$ cat config.mk
export PLATFORM = sky130hd
export DESIGN_NAME = gpio_edge_wake
export DESIGN_NICKNAME = d
export VERILOG_FILES = /design/src/rtl/gpio_edge_wake_pkg.sv /design/src/rtl/gpio_edge_wake_ctrl.sv /design/src/rtl/gpio_edge_wake_dp.sv /design/src/rtl/gpio_edge_wake.sv
export SDC_FILE = /design/constraint.sdc
export NUM_CORES = 1
export LEC_CHECK = 0
export CORE_MARGIN = 2
export CORE_UTILIZATION = 46
export CTS_CLUSTER_DIAMETER = 40
export CTS_CLUSTER_SIZE = 10
export DETAILED_ROUTE_END_ITERATION = 10
export GPL_TIMING_DRIVEN = 0
export PLACE_DENSITY = 0.76
export SYNTH_ARGS = -nofsm -noshare
export SYNTH_HDL_FRONTEND = slang
export SYNTH_SLANG_ARGS = --single-unit
$ cat constraint.sdc
create_clock -name clk -period 1.8 [get_ports clk]
set_input_delay 0.36 -clock clk [delete_from_list [all_inputs] [get_ports clk]]
set_output_delay 0.36 -clock clk [all_outputs]
set_load 0.02 [all_outputs]
$ cat src/rtl/gpio_edge_wake_pkg.sv
package gpio_edge_wake_pkg;
  localparam int NUM_PORTS = 3;
  localparam int P0_W = 8;
  localparam int P1_W = 8;
  localparam int P2_W = 5;
  localparam int PIN_W = P0_W + P1_W + P2_W;
  localparam int DATA_W = 8;
  localparam int NIB_W = 4;
  localparam int P0_GROUPS = P0_W / NIB_W;

  function automatic int portLo(input int p);
    case (p)
      0: return 0;
      1: return P0_W;
      default: return P0_W + P1_W;
    endcase
  endfunction

  function automatic int portWidth(input int p);
    case (p)
      0: return P0_W;
      1: return P1_W;
      default: return P2_W;
    endcase
  endfunction

  function automatic logic [PIN_W-1:0] portField(input int p);
    logic [PIN_W-1:0] m;
    m = '0;
    for (int i = 0; i < PIN_W; i++)
      if (i >= portLo(p) && i < portLo(p) + portWidth(p)) m[i] = 1'b1;
    return m;
  endfunction

  typedef struct packed {
    logic [PIN_W-1:0] clrVec;
    logic [PIN_W-1:0] fallSel;
    logic [PIN_W-1:0] irqMask;
    logic [PIN_W-1:0] inputMask;
    logic             detectEn;
  } ctrlStrobe_t;
endpackage

$ cat src/rtl/gpio_edge_wake_ctrl.sv
module gpio_edge_wake_ctrl
  import gpio_edge_wake_pkg::*;
#(
  parameter int SYNC_STAGES = 2
) (
  input  logic                 clk,
  input  logic                 rstN,
  input  logic [NUM_PORTS-1:0] clrWr,
  input  logic [DATA_W-1:0]    clrData,
  input  logic [NUM_PORTS-1:0] edgeFall,
  input  logic [NUM_PORTS-1:0] portEn,
  input  logic [P0_GROUPS-1:0] p0NibEn,
  input  logic [P1_W-1:0]      p1BitEn,
  input  logic [PIN_W-1:0]     pinDir,
  output ctrlStrobe_t          ctrl
);
  localparam int PRIME = SYNC_STAGES + 1;
  localparam int CNT_W = $clog2(PRIME + 1);

  logic [PIN_W-1:0] clrVec;
  logic [PIN_W-1:0] fallSel;
  logic [PIN_W-1:0] irqMask;
  logic [CNT_W-1:0] primeCnt;
  logic             primed;

  genvar p;
  generate
    for (p = 0; p < NUM_PORTS; p++) begin : g_port
      localparam int LO = portLo(p);
      localparam int W  = portWidth(p);
      assign clrVec[LO +: W]  = clrWr[p] ? clrData[W-1:0] : '0;
      assign fallSel[LO +: W] = {W{edgeFall[p]}};
      if (p == 0) begin : g_nibble
        for (genvar g = 0; g < P0_GROUPS; g++) begin : g_grp
          assign irqMask[LO + g*NIB_W +: NIB_W] = {NIB_W{p0NibEn[g] & portEn[p]}};
        end
      end else if (p == 1) begin : g_bitwise
        assign irqMask[LO +: W] = p1BitEn & {W{portEn[p]}};
      end else begin : g_common
        assign irqMask[LO +: W] = {W{portEn[p]}};
      end
    end
  endgenerate

  always_ff @(posedge clk or negedge rstN) begin
    if (!rstN) primeCnt <= '0;
    else if (!primed) primeCnt <= primeCnt + 1'b1;
  end

  assign primed = (primeCnt == CNT_W'(PRIME));

  always_comb begin
    ctrl.clrVec    = clrVec;
    ctrl.fallSel   = fallSel;
    ctrl.irqMask   = irqMask;
    ctrl.inputMask = ~pinDir;
    ctrl.detectEn  = primed;
  end

  // once detection is armed it stays armed until the next reset
  assert_prime_holds_R11: assert property (@(posedge clk) disable iff (!rstN)
    ctrl.detectEn |=> ctrl.detectEn);
endmodule

$ cat src/rtl/gpio_edge_wake_dp.sv
module gpio_edge_wake_dp
  import gpio_edge_wake_pkg::*;
#(
  parameter int SYNC_STAGES = 2
) (
  input  logic                 clk,
  input  logic                 rstN,
  input  logic [PIN_W-1:0]     pinIn,
  input  ctrlStrobe_t          ctrl,
  output logic [PIN_W-1:0]     flags,
  output logic [NUM_PORTS-1:0] portIrq
);
  logic [PIN_W-1:0] syncChain [SYNC_STAGES];
  logic [PIN_W-1:0] prevSample;
  logic [PIN_W-1:0] curSample;
  logic [PIN_W-1:0] riseHit;
  logic [PIN_W-1:0] fallHit;
  logic [PIN_W-1:0] setVec;
  logic [PIN_W-1:0] flagNext;
  logic [PIN_W-1:0] liveFlags;

  always_ff @(posedge clk or negedge rstN) begin
    if (!rstN) begin
      for (int s = 0; s < SYNC_STAGES; s++) syncChain[s] <= '0;
      prevSample <= '0;
    end else begin
      syncChain[0] <= pinIn;
      for (int s = 1; s < SYNC_STAGES; s++) syncChain[s] <= syncChain[s-1];
      prevSample <= syncChain[SYNC_STAGES-1];
    end
  end

  assign curSample = syncChain[SYNC_STAGES-1];
  assign riseHit   = curSample & ~prevSample;
  assign fallHit   = ~curSample & prevSample;
  assign setVec    = ((ctrl.fallSel & fallHit) | (~ctrl.fallSel & riseHit))
                   & ctrl.inputMask & {PIN_W{ctrl.detectEn}};
  assign flagNext  = (flags & ~ctrl.clrVec) | setVec;

  always_ff @(posedge clk or negedge rstN) begin
    if (!rstN) flags <= '0;
    else       flags <= flagNext;
  end

  assign liveFlags = flags & ctrl.irqMask & ctrl.inputMask;

  genvar p;
  generate
    for (p = 0; p < NUM_PORTS; p++) begin : g_irq
      assign portIrq[p] = |(liveFlags & portField(p));

      // a port request needs a set flag of that port
      assert_irq_has_flag_R6: assert property (@(posedge clk) disable iff (!rstN)
        portIrq[p] |-> |(flags & portField(p)));
    end
  endgenerate

  // a flag only drops in a cycle after its clear bit was presented
  assert_flag_sticky_R4: assert property (@(posedge clk) disable iff (!rstN)
    (($past(flags) & ~$past(ctrl.clrVec) & ~flags) == '0));

  // a detected edge coinciding with a clear leaves the flag set
  assert_set_wins_R5: assert property (@(posedge clk) disable iff (!rstN)
    (($past(setVec & ctrl.clrVec) & ~flags) == '0));

  // output pins never gain a flag
  assert_output_no_set_R9: assert property (@(posedge clk) disable iff (!rstN)
    ((flags & ~$past(flags) & ~$past(ctrl.inputMask)) == '0));
endmodule

$ cat src/rtl/gpio_edge_wake.sv
module gpio_edge_wake
  import gpio_edge_wake_pkg::*;
#(
  parameter int SYNC_STAGES = 2
) (
  input  logic        clk,
  input  logic        rstN,
  input  logic [20:0] pinIn,
  input  logic [20:0] pinDir,
  input  logic [2:0]  edgeFall,
  input  logic [2:0]  portEn,
  input  logic [1:0]  p0NibEn,
  input  logic [7:0]  p1BitEn,
  input  logic [2:0]  clrWr,
  input  logic [7:0]  clrData,
  output logic [20:0] flags,
  output logic [2:0]  portIrq,
  output logic        wakeReq
);
  ctrlStrobe_t ctrl;

  gpio_edge_wake_ctrl #(.SYNC_STAGES(SYNC_STAGES)) i_ctrl (
    .clk      (clk),
    .rstN     (rstN),
    .clrWr    (clrWr),
    .clrData  (clrData),
    .edgeFall (edgeFall),
    .portEn   (portEn),
    .p0NibEn  (p0NibEn),
    .p1BitEn  (p1BitEn),
    .pinDir   (pinDir),
    .ctrl     (ctrl)
  );

  gpio_edge_wake_dp #(.SYNC_STAGES(SYNC_STAGES)) i_dp (
    .clk     (clk),
    .rstN    (rstN),
    .pinIn   (pinIn),
    .ctrl    (ctrl),
    .flags   (flags),
    .portIrq (portIrq)
  );

  assign wakeReq = |portIrq;

  // reset keeps every request quiet
  always @(negedge clk) begin
    if (!rstN) begin
      assert_reset_quiet_R1: assert (flags == '0 && portIrq == '0 && !wakeReq);
    end
  end
endmodule

==> results by group <==
Synthesis
  – Yosys cell types: 24
  – Cell Area, Synth: 0.00314 sq mm
  – Post-Syn Area per Cell: 11.7 sq um
  – Synthesis-stage register bit count: 86
  – Sequential-to-total area share from yosys stat: 68.6%
  – Syn. warnings: 0
  – Syn nets: 339
  – Cells after synthesis: 267

Floorplanning
  – Die Span Y: 86.6 microns
  – Core box area: 0.00668 sq mm
  – Initial Util: 46.9%
  – Die footprint: 0.00749 sq mm
  – Rows: 30
  – Die Span X: 86.6 microns
  – Top Ports: 96

Timing
  – Finish-stage setup viols: 4
  – Period minus WS final: 2360 ps
  – Tightest Pin Transition: 626 ps
  – Final Max Tran Viols: 0
  – Unrepaired setup endpoints after global routing: yes
  – Skew final: 8.09 ps
  – Final worst slack: -555 ps
  – Final clock period utilization by the worst path: 131%
  – Relative slew slack: 58.3%
  – Fin Hold WS: 351 ps
  – Final hold violations: 0
  – Fmax: 0.425 GHz

Clocking
  – Bufs on Longest Clock Path: 2
  – Sink Count: 86
  – Num CTS Buffers: 9
  – Clk slew on worst S/H paths: 80 ps
  – CTS root buf: clkbuf_8
  – Clock Latency Late Sink: 350 ps
  – CTS tree: done
  – CTS HTree Levels: 3

Worst hold path
  – Hold Path Class: reg -> reg
  – Hold Path Depth: 0
  – Hold EP: i_dp.curSample[9]
  – Critical hold path startpoint: i_dp.syncChain[30]

Drt
  – DRT antenna net count: 0
  – Drt total wl: 8.38 mm
  – Number of DRC markers in iteration 0: 138
  – Vias per cell: 5.23
  – Wire length per cell: 17.2 microns
  – Via count: 2552
  – Pre-antenna DRT Iters: 4
  – Post-route DRC: 0

Critical path
  – Buf/Inv on CP: 2
  – Reg2Reg Depth: 3
  – Crit-path slowest cell: o41ai_4
  – Crit Path Class: reg -> out
  – Worst Path Arrival: 2000 ps
  – Worst-path cell chain: nor2b_4, a32o_2, o41ai_4, buf_4, o2111ai_2, buf_6
  – RR Endpoint: i_dp.flags[15]
  – Largest delay contributor family on the critical path: compound AO/OA/AOI/OAI gates
  – Max incr delay on CP: 440 ps
  – Worst Path Required: 1440 ps
  – Reg-to-reg startpoint: i_ctrl.primeCnt[0]
  – R2r setup slk: 320 ps
  – Setup crit start kind: flop
  – Critical path peak fanout: 2
  – Critical Path Sink Type: output pin

Power
  – Leak pwr: 0.00221 uW
  – Worst-case vdd ir drop: 0.000778 V
  – Pwr Total: 4460 uW
  – PD cells: 942 mW/mm^2

Final layout
  – Nets@finish: 475
  – Commonest non-fill, non-tap cell in the layout: dfrtp_1
  – Ant. Diodes: 0
  – Layout cells sized above 1: 21.1%
  – Area delta synth->final: 50.8%
  – Most frequent cells in the layout: dfrtp_1 (86), clkdlybuf4s50_1 (71), nand2_1 (57)
  – Filler cell count: 471

Status
  – Status: finished with violations
  – Failing checks: setup timing

GRT
  – Total Routing Usage GR: 23.7%
  – Initial antenna violation count: 0
  – Vias in the first global route: 2813
  – Remaining Overflow, GRT: 0
  – Largest net degree at the start of global routing: 67
  – First-pass GRT wire length: 13.3 mm

Place
  – Placer Congestion: 0.783
  – I/O Buffers: 90
  – Hpwl dp: 5.46 mm

Job
  – Max-cap viol count: 0
power breakdown:
part,switching (uW),leakage [uW],internal (uW),total (uW)
Combinational,373,0.00109,474,847
Sequential,100,0.00101,2070,2170
Clock,660,0.000106,779,1440
area by class of cell:
| class | instances | area (sq um) | share of cell area [%] |
|---|---|---|---|
| buffer | 9 | 40.0 | 0.847 |
| clock inverter | 6 | 86.3 | 1.83 |
| sequential | 86 | 2150 | 45.5 |
| tap | 80 | 100 | 2.12 |
| clock buffer | 10 | 128 | 2.70 |
| inverter | 23 | 88.8 | 1.88 |
| multi-input combinational | 149 | 941 | 19.9 |
| timing repair buffer | 125 | 1190 | 25.2 |
worst reg2reg max path: cells and delay by family, from the launching register on:
kind,cells,cell delay (ps)
buffers and inverters,1,520
DFF,1,380
adders and majority gates,1,260
AOI/OAI and AO/OA,1,270
repair_timing:
item                                   4_1_cts  5_1_grt
hold buffers                                 1        0
setup endpoints to repair                    4        9
endpoints found under the hold margin       20        0
pin swaps                                   11        8
buffers inserted                            33        4
gates resized for setup                     42       27
synthesized netlist by cell type (all sizes together):
library cell	n	area (sq um)
a21o	1	7.51
a22o	1	8.76
a22oi	4	30.0
a32o	25	251
and2	1	6.26
buf	5	22.5
clkbuf	4	17.5
dfrtp	86	2150
ha	1	12.5
inv	23	86.3
mux2	1	11.3
nand2	57	214
nand2b	4	25.0
nand3b	4	30.0
nor2	17	63.8
nor2b	7	43.8
o2111ai	1	8.76
o21ai	22	110
o41ai	2	25.0
xnor2	1	8.76
per-layer routing:
| layer | vias to the layer above | global-route usage, % | share of wire (%) |
|---|---|---|---|
| met2 | 113 | 40.6 | 51 |
| met3 | 30 | 5.05 | 5.8 |
| met1 | 1231 | 27.8 | 39 |
| met5 | - | 0 | 0 |
| met4 | 0 | 13.4 | 4.2 |
| li1 | 1178 | - | - |
through the flow:
step / TNS [ps] / instances / setup WS (ps) / util, % / area (sq um)
2_1_floorplan: 0 / 267 / 4.85 / - / 3140
3_3_place_gp: -224540 / 437 / -2570 / 62.0 / 4140
3_5_place_dp: -3760 / 438 / -1210 / 62.4 / 4170
4_1_cts: -1450 / 488 / -499 / 70.0 / 4680
5_1_grt: -1380 / 488 / -588 / 70.8 / 4730
6_report: -1200 / 488 / -555 / 70.8 / 4730
cells by family (layout without fill, tap and decap cells):
family | after synthesis | in the layout | share of synthesized area [%]
AND/OR/NAND/NOR | 90 | 90 | 12.2
flip-flops | 86 | 86 | 68.6
AO/OA/AOI/OAI | 56 | 56 | 14.1
buffers and inverters | 32 | 173 | 4.03
adder cells (fa/ha/maj) | 1 | 1 | 0.399
XOR/XNOR | 1 | 1 | 0.279
multiplexers | 1 | 1 | 0.359
worst max path at each step:
stage | startpoint | to | slack (ps) | cells past startpoint
2_1_floorplan | i_dp.flags[10] | wakeReq | 5 | 4
3_3_place_gp | rstN | i_dp.flags[19] | -2570 | 1
3_5_place_dp | pinDir[18] | wakeReq | -1210 | 6
4_1_cts | i_dp.flags[12] | wakeReq | -500 | 6
5_1_grt | i_dp.flags[12] | wakeReq | -590 | 6
6_report | i_dp.flags[12] | wakeReq | -560 | 6
registers in the layout, indices dropped and copies added, names as in the netlist:
name             flops
i_dp.curSample      21
i_dp.syncChain      21
i_dp.flags          21
i_dp.prevSample     21
i_ctrl.primeCnt      2
No activity file was read; power rests on OpenSTA's default activity.
